## src/rtl/rep_pkg.sv

```systemverilog
package rep_pkg;

  localparam int unsigned HDR_BYTES = 7;

  typedef enum logic [1:0] {
    ST_IDLE,
    ST_HDR,
    ST_SMP,
    ST_PAD
  } rep_state_e;

  typedef struct packed {
    logic [15:0] az;
    logic [15:0] spd;
    logic [1:0]  mode;
  } trig_info_t;

  // whole records of the given sample count that fit in the limit
  function automatic int unsigned recs_fit(input int unsigned limit,
                                           input int unsigned samples);
    return limit / (samples + HDR_BYTES);
  endfunction

  function automatic logic [7:0] mode_byte(input logic [1:0] mode,
                                           input logic ovr);
    return {ovr, 5'b00000, mode};
  endfunction

  // header byte at a given position within the record
  function automatic logic [7:0] hdr_byte(input logic [2:0]  idx,
                                          input logic [15:0] sync,
                                          input logic [7:0]  mb,
                                          input logic [15:0] az,
                                          input logic [15:0] spd);
    logic [7:0] b;
    case (idx)
      3'd0:    b = sync[15:8];
      3'd1:    b = sync[7:0];
      3'd2:    b = mb;
      3'd3:    b = az[15:8];
      3'd4:    b = az[7:0];
      3'd5:    b = spd[15:8];
      3'd6:    b = spd[7:0];
      default: b = 8'h00;
    endcase
    return b;
  endfunction

endpackage

```

## src/rtl/rep_trig_latch.sv

```systemverilog
module rep_trig_latch
  import rep_pkg::*;
(
  input  logic        clk,
  input  logic        rst,
  input  logic        trig,
  input  logic        take,
  input  logic [15:0] az_in,
  input  logic [15:0] spd_in,
  input  logic [1:0]  mode_in,
  output logic        rise,
  output trig_info_t  info
);

  logic trig_q;

  assign rise = trig & ~trig_q;

  always_ff @(posedge clk) begin
    if (rst) begin
      trig_q <= 1'b1;
      info   <= '0;
    end else begin
      trig_q <= trig;
      if (take) begin
        info.az   <= az_in;
        info.spd  <= spd_in;
        info.mode <= mode_in;
      end
    end
  end

endmodule

```

## src/rtl/rep_plan.sv

```systemverilog
module rep_plan
  import rep_pkg::*;
#(
  parameter int unsigned LEN_SHORT = 512,
  parameter int unsigned LEN_MED   = 1024,
  parameter int unsigned LEN_LONG  = 2048,
  parameter int unsigned LIMIT     = 65536,
  parameter int unsigned CW        = 12,
  parameter int unsigned NW        = 7
) (
  input  logic [1:0]    mode,
  output logic [CW-1:0] samples,
  output logic [NW-1:0] recs
);

  logic [CW-1:0] len_tab [4];
  logic [NW-1:0] n_tab   [4];

  for (genvar g = 0; g < 4; g++) begin : g_mode
    localparam int unsigned L = (g == 0) ? LEN_SHORT :
                                (g == 1) ? LEN_MED   : LEN_LONG;
    assign len_tab[g] = CW'(L);
    assign n_tab[g]   = NW'(recs_fit(LIMIT, L));
  end

  assign samples = len_tab[mode];
  assign recs    = n_tab[mode];

endmodule

```

## src/rtl/rep_core.sv

```systemverilog
module rep_core
  import rep_pkg::*;
#(
  parameter int unsigned CW   = 12,
  parameter int unsigned NW   = 7,
  parameter int unsigned AW   = 17,
  parameter logic [15:0] SYNC = 16'hA55A
) (
  input  logic          clk,
  input  logic          rst,
  input  logic          trig_rise,
  input  trig_info_t    info,
  input  logic [CW-1:0] plan_len,
  input  logic [NW-1:0] plan_n,
  input  logic          smp_valid,
  input  logic [7:0]    smp_data,
  output logic          trig_take,
  output logic          pad_wr,
  output logic          wr_en,
  output logic [AW-1:0] wr_addr,
  output logic [7:0]    wr_data,
  output logic          pkt_done,
  output logic [AW-1:0] pkt_bytes
);

  rep_state_e    state;
  logic [2:0]    hdr_idx;
  logic [CW-1:0] cnt;
  logic [NW-1:0] rec_cnt;
  logic [AW-1:0] ptr;
  logic [CW-1:0] pkt_len;
  logic [NW-1:0] pkt_n;
  logic [1:0]    pkt_mode;
  logic          ovr_next;

  logic       hdr_wr, smp_take, byte_wr;
  logic       last_body, last_rec, pkt_end, new_pkt, hdr_last;
  logic [7:0] hbyte;

  // named internal events
  assign trig_take = trig_rise && (state == ST_IDLE || state == ST_SMP);
  assign smp_take  = (state == ST_SMP) && smp_valid && !trig_take;
  assign pad_wr    = (state == ST_PAD);
  assign hdr_wr    = (state == ST_HDR);
  assign byte_wr   = hdr_wr || smp_take || pad_wr;
  assign hdr_last  = hdr_wr && (hdr_idx == 3'(HDR_BYTES - 1));
  assign last_body = (smp_take || pad_wr) && (cnt == pkt_len - CW'(1));
  assign last_rec  = (rec_cnt == pkt_n - NW'(1));
  assign pkt_end   = last_body && last_rec;
  assign new_pkt   = hdr_wr && (hdr_idx == 3'd0) && (rec_cnt == '0);

  assign hbyte = hdr_byte(hdr_idx, SYNC, mode_byte(pkt_mode, ovr_next),
                          info.az, info.spd);

  always_ff @(posedge clk) begin
    if (rst) begin
      state     <= ST_IDLE;
      hdr_idx   <= '0;
      cnt       <= '0;
      rec_cnt   <= '0;
      ptr       <= '0;
      pkt_len   <= '0;
      pkt_n     <= '0;
      pkt_mode  <= '0;
      ovr_next  <= 1'b0;
      wr_en     <= 1'b0;
      wr_addr   <= '0;
      wr_data   <= '0;
      pkt_done  <= 1'b0;
      pkt_bytes <= '0;
    end else begin
      wr_en    <= byte_wr;
      pkt_done <= pkt_end;

      if (byte_wr) begin
        wr_addr <= ptr;
        if (hdr_wr)        wr_data <= hbyte;
        else if (smp_take) wr_data <= smp_data;
        else               wr_data <= 8'h00;
        ptr <= pkt_end ? '0 : ptr + AW'(1);
      end

      if (pkt_end) pkt_bytes <= ptr + AW'(1);

      if (new_pkt) begin
        pkt_mode <= info.mode;
        pkt_len  <= plan_len;
        pkt_n    <= plan_n;
      end

      if (last_body) rec_cnt <= last_rec ? '0 : rec_cnt + NW'(1);

      case (state)
        ST_IDLE: begin
          if (trig_take) begin
            state   <= ST_HDR;
            hdr_idx <= '0;
          end
        end
        ST_HDR: begin
          hdr_idx <= hdr_idx + 3'd1;
          if (hdr_last) begin
            state    <= ST_SMP;
            cnt      <= '0;
            ovr_next <= 1'b0;
          end
        end
        ST_SMP: begin
          if (trig_take) begin
            state    <= ST_PAD;
            ovr_next <= 1'b1;
          end else if (smp_take) begin
            cnt <= cnt + CW'(1);
            if (last_body) state <= ST_IDLE;
          end
        end
        ST_PAD: begin
          cnt <= cnt + CW'(1);
          if (last_body) begin
            state   <= ST_HDR;
            hdr_idx <= '0;
          end
        end
        default: state <= ST_IDLE;
      endcase
    end
  end

endmodule

```

## src/rtl/radar_echo_packer.sv

```systemverilog
module radar_echo_packer
  import rep_pkg::*;
#(
  parameter int unsigned LEN_SHORT = 512,
  parameter int unsigned LEN_MED   = 1024,
  parameter int unsigned LEN_LONG  = 2048,
  parameter int unsigned LIMIT     = 65536,
  parameter logic [15:0] SYNC      = 16'hA55A,
  localparam int unsigned MAXLEN = (LEN_SHORT > LEN_MED) ?
                                   ((LEN_SHORT > LEN_LONG) ? LEN_SHORT : LEN_LONG) :
                                   ((LEN_MED > LEN_LONG) ? LEN_MED : LEN_LONG),
  localparam int unsigned MINLEN = (LEN_SHORT < LEN_MED) ?
                                   ((LEN_SHORT < LEN_LONG) ? LEN_SHORT : LEN_LONG) :
                                   ((LEN_MED < LEN_LONG) ? LEN_MED : LEN_LONG),
  localparam int unsigned CW   = $clog2(MAXLEN + 1),
  localparam int unsigned NMAX = LIMIT / (MINLEN + HDR_BYTES),
  localparam int unsigned NW   = $clog2(NMAX + 1),
  localparam int unsigned AW   = $clog2(LIMIT + 1)
) (
  input  logic          clk,
  input  logic          rst,
  input  logic          trig,
  input  logic          smp_valid,
  input  logic [7:0]    smp_data,
  input  logic [15:0]   az_in,
  input  logic [15:0]   spd_in,
  input  logic [1:0]    mode_in,
  output logic          wr_en,
  output logic [AW-1:0] wr_addr,
  output logic [7:0]    wr_data,
  output logic          pkt_done,
  output logic [AW-1:0] pkt_bytes
);

  logic          trig_rise;
  logic          trig_take;
  logic          pad_wr;
  trig_info_t    info;
  logic [CW-1:0] plan_len;
  logic [NW-1:0] plan_n;

  rep_trig_latch u_trig (
    .clk     (clk),
    .rst     (rst),
    .trig    (trig),
    .take    (trig_take),
    .az_in   (az_in),
    .spd_in  (spd_in),
    .mode_in (mode_in),
    .rise    (trig_rise),
    .info    (info)
  );

  rep_plan #(
    .LEN_SHORT (LEN_SHORT),
    .LEN_MED   (LEN_MED),
    .LEN_LONG  (LEN_LONG),
    .LIMIT     (LIMIT),
    .CW        (CW),
    .NW        (NW)
  ) u_plan (
    .mode    (info.mode),
    .samples (plan_len),
    .recs    (plan_n)
  );

  rep_core #(
    .CW   (CW),
    .NW   (NW),
    .AW   (AW),
    .SYNC (SYNC)
  ) u_core (
    .clk       (clk),
    .rst       (rst),
    .trig_rise (trig_rise),
    .info      (info),
    .plan_len  (plan_len),
    .plan_n    (plan_n),
    .smp_valid (smp_valid),
    .smp_data  (smp_data),
    .trig_take (trig_take),
    .pad_wr    (pad_wr),
    .wr_en     (wr_en),
    .wr_addr   (wr_addr),
    .wr_data   (wr_data),
    .pkt_done  (pkt_done),
    .pkt_bytes (pkt_bytes)
  );

endmodule

```

## config.mk

```make
export PLATFORM = sky130hd
export DESIGN_NAME = radar_echo_packer
export DESIGN_NICKNAME = d
export VERILOG_FILES = /design/src/rtl/rep_pkg.sv /design/src/rtl/rep_trig_latch.sv /design/src/rtl/rep_plan.sv /design/src/rtl/rep_core.sv /design/src/rtl/radar_echo_packer.sv
export SDC_FILE = /design/constraint.sdc
export NUM_CORES = 1
export LEC_CHECK = 0
export BUFFER_PORTS_ARGS = -buffer_cell sky130_fd_sc_hd__buf_2
export CAP_MARGIN = 5
export CORE_MARGIN = 3
export CORE_UTILIZATION = 35
export DETAILED_ROUTE_END_ITERATION = 12
export HOLD_SLACK_MARGIN = 0.06
export PLACE_DENSITY_LB_ADDON = 0.15
export REMOVE_ABC_BUFFERS = 1
export SYNTH_ARGS = -nofsm -noshare
export SYNTH_HDL_FRONTEND = slang
export SYNTH_HIERARCHICAL = 1
export SYNTH_SLANG_ARGS = --single-unit
```

## constraint.sdc

```tcl
create_clock -name clk -period 2.54 [get_ports clk]
set_input_delay 0.508 -clock clk [delete_from_list [all_inputs] [get_ports clk]]
set_output_delay 0.508 -clock clk [all_outputs]
set_load 0.02 [all_outputs]
```

==> results.sh <==
export IMPL_gp_congestion=0.823
export IMPL_setup_viol=28
export IMPL_grt_overflow_total=0
export IMPL_powerDensity_mw_per_mm2=816
export IMPL_final_cell_area_sq_mm=0.00877
export IMPL_post_place_cells=1144
export IMPL_placement_cell_area_sq_mm=0.00789
export IMPL_path_class="reg -> reg"
export IMPL_grt_max_degree=75
export IMPL_vias=5670
export IMPL_clock_path_buffers=2
export IMPL_grt_first_pass_wirelength_mm=27.3
export IMPL_cts_sinks=142
export IMPL_grt_pass1_vias=5452
export IMPL_crit_path_start_kind="register"
export IMPL_core_sq_mm=0.0191
export IMPL_rr_worst_depth=7
export IMPL_die_area_sq_mm=0.0215
export IMPL_initial_core_util_pct=36.2
export IMPL_slew_viol_final=0
export IMPL_first_pass_iters=5
export IMPL_synth_avg_cell_area_sq_um=8.87
export IMPL_std_cell_rows=50
export IMPL_nFillCells=1931
export IMPL_setup_slack_ns=-0.117
export IMPL_io_pins=90
export IMPL_finalHoldViolCount=0
export IMPL_ant_nets=0
export IMPL_yosysUniqueCellTypes=66
export IMPL_worst_hold_path_type="in -> reg"
export IMPL_chipWidth_um=147
export IMPL_layout_drive_gt1_share_pct=26.9
export IMPL_cp_arrival_ns=2.97
export IMPL_skew_ns=0.00845
export IMPL_tightest_slew_ns=0.860
export IMPL_vias_per_cell=4.78
export IMPL_synth_flop_cell="dfxtp_1"
export IMPL_async_flop_share_pct=0
export IMPL_max_cap_violations=0
export IMPL_clk_latency_ns=0.42
export IMPL_synth_area_leaders="dfxtp_1, mux2i_1, nor2_1"
export IMPL_cts_buffers=17
export IMPL_ys_ff_latch=142
export IMPL_place_hpwl_mm=11.4
export IMPL_antenna_found_initial=2
export IMPL_wl_met1_mm=8.15
export IMPL_synth_edf_count=0
export IMPL_final_cell_mix="dfxtp_1, nor2_1, buf_2"
export IMPL_grt_setup_unrepaired="yes"
export IMPL_cp_max_fo=5
export IMPL_worst_setup_path_end_kind="register"
export IMPL_wl_per_cell_um=13.9
export IMPL_drt_initial_drc_count=276
export IMPL_synth_top_cell_area_share_pct=41.1
export IMPL_vdd_ir_drop_max_v=0.000464
export IMPL_fmax_mhz=376
export IMPL_utilization_pct=46.0
export IMPL_syn2layout_area_growth_pct=26.8
export IMPL_die_y_um=147
export IMPL_synth_area_sq_mm=0.00692
export IMPL_post_route_period_util_pct=105
export IMPL_max_slew_margin_pct=42.5
export IMPL_highest_layer="met5"
export IMPL_min_path_cells=2
export IMPL_violations="setup timing"
export IMPL_antenna_cells=0
export IMPL_root_buffer="clkbuf_16"
export IMPL_mostFrequentLayoutCell="dfxtp_1"
export IMPL_required_ns=2.85
export IMPL_synth_cells=780
export IMPL_synth_yosys_warnings=6
export IMPL_yosysSeqAreaShare_pct=41.1
export IMPL_drc=0
export IMPL_drt_total_wl_mm=16.5
export IMPL_track_usage_pct=15.5
export IMPL_route_met3_wl_um=754
export IMPL_cts_tree="yes"
export IMPL_synth_area_leader_cell="dfxtp_1"
export IMPL_finalNonFillerCells=1185
export IMPL_clk_pin_slew_worst_paths_ns=0.06
export IMPL_h_tree_depth=4
export IMPL_power_leakage_nw=3.57
export IMPL_final_nets=974
export IMPL_port_buffers=89
export IMPL_status="finished, violations left"
export IMPL_min_period_ns=2.66
export IMPL_wl_met2_mm=7.40
## area by class of cell
cell class / instances / area, sq um / share of cell area, %
well taps: 260 / 325 / 3.71
clock inverters: 9 / 155 / 1.77
inverters: 20 / 75.1 / 0.856
flip-flops and latches: 142 / 2850 / 32.5
clock buffers: 22 / 494 / 5.64
multi-input cells: 568 / 3800 / 43.4
repair buffers: 164 / 1070 / 12.2
## metal layers
layer | GRT usage [%] | up-vias
met5 | 0 | -
met4 | 4.42 | 4
met2 | 23.5 | 91
met3 | 4.66 | 14
met1 | 21.5 | 2616
li1 | - | 2945
## logic make-up (layout without fill, tap and decap cells)
kind of cell	after synthesis	in the layout	synth area share, %
mux	59	59	8.54
compound gates	132	132	14.3
simple gates	294	296	19.8
buf+inv	83	215	6.78
other cells	2	13	0.109
xor+xnor	53	53	6.71
fa+ha+maj	15	15	2.71
flops	142	142	41.1
## flip-flops by register name, summed over array words and instances, names as in the netlist
| register | cells |
|---|---|
| u_core/wr_en | 1 |
| u_core/wr_addr | 17 |
| u_trig/trig_q | 1 |
| u_core/ovr_next | 1 |
| u_core/pkt_bytes | 17 |
| u_core/cnt | 12 |
| u_core/hdr_idx | 3 |
| u_trig/info | 34 |
| u_core/pkt_n | 7 |
| u_core/pkt_mode | 2 |
| u_core/rec_cnt | 7 |
| u_core/wr_data | 8 |
| u_core/ptr | 17 |
| u_core/state | 2 |
| u_core/pkt_done | 1 |
| u_core/pkt_len | 12 |
## cell usage after synthesis, types with 5 or more instances
library cell    n
buf_1           6
a21oi_1        36
a221oi_1        8
xor2_1         29
nand3_1        25
or3_1          12
ha_1           15
a211oi_2       14
inv_1          19
nor2b_1         7
and3_1          7
or4_1           5
mux2i_1        59
xnor2_1        24
dfxtp_1       142
buf_4          16
nor3_1          6
clkbuf_1       31
a31oi_1         9
nand2_1        70
nand2b_1        6
a22o_1          6
nor2_1        124
o41ai_1         5
o21ai_0        18
## metrics by stage
step                      total power [W]  hold slack (ns)  setup TNS, ns  setup slack, ns
after global placement            0.00436            0.437          -2.52           -0.171
after global routing              0.00755            0.272          -5.27           -0.196
after detailed placement          0.00436            0.441          -4.19           -0.229
final                             0.00716            0.281          -1.14           -0.117
after floorplan                   0.00364            0.451         -67.65            -1.27
after CTS                         0.00720            0.263          -2.53           -0.157
## critical path, cell delays in order, from the launching register on
cell      delay, ns
dfxtp_2        0.31
or4_4          0.54
or4_4          0.43
a211oi_1       0.29
o211a_4        0.23
and3_4         0.26
and4b_1        0.22
a311o_1        0.27
## worst paths after layout
kind	from	to	slack [ns]
setup / recovery	u_core/pkt_len[2]	u_core/ptr[8]	-0.12
hold / removal	trig	u_trig/trig_q	0.28
setup reg to reg	u_core/pkt_len[2]	u_core/ptr[8]	-0.12
hold reg to reg	u_core/wr_addr[13]	u_core/wr_addr[13]	0.45
## power by group
part | leakage, nW | internal (W) | switching (W)
Clock | 0.319 | 0.00177 | 0.000961
Sequential | 1.15 | 0.00238 | 0.0000972
Combinational | 2.10 | 0.000896 | 0.00105
Total | 3.57 | 0.00505 | 0.00211
## timing repair
action | 4_1_cts | 5_1_grt
gates resized for setup | 19 | 26
pin swaps | 17 | 15
cloned | 1 | 1
hold buffers | 0 | 0
endpoints found under the setup margin | 43 | 46
setup buffers | 4 | 4
No activity file was read; power rests on OpenSTA's default activity.
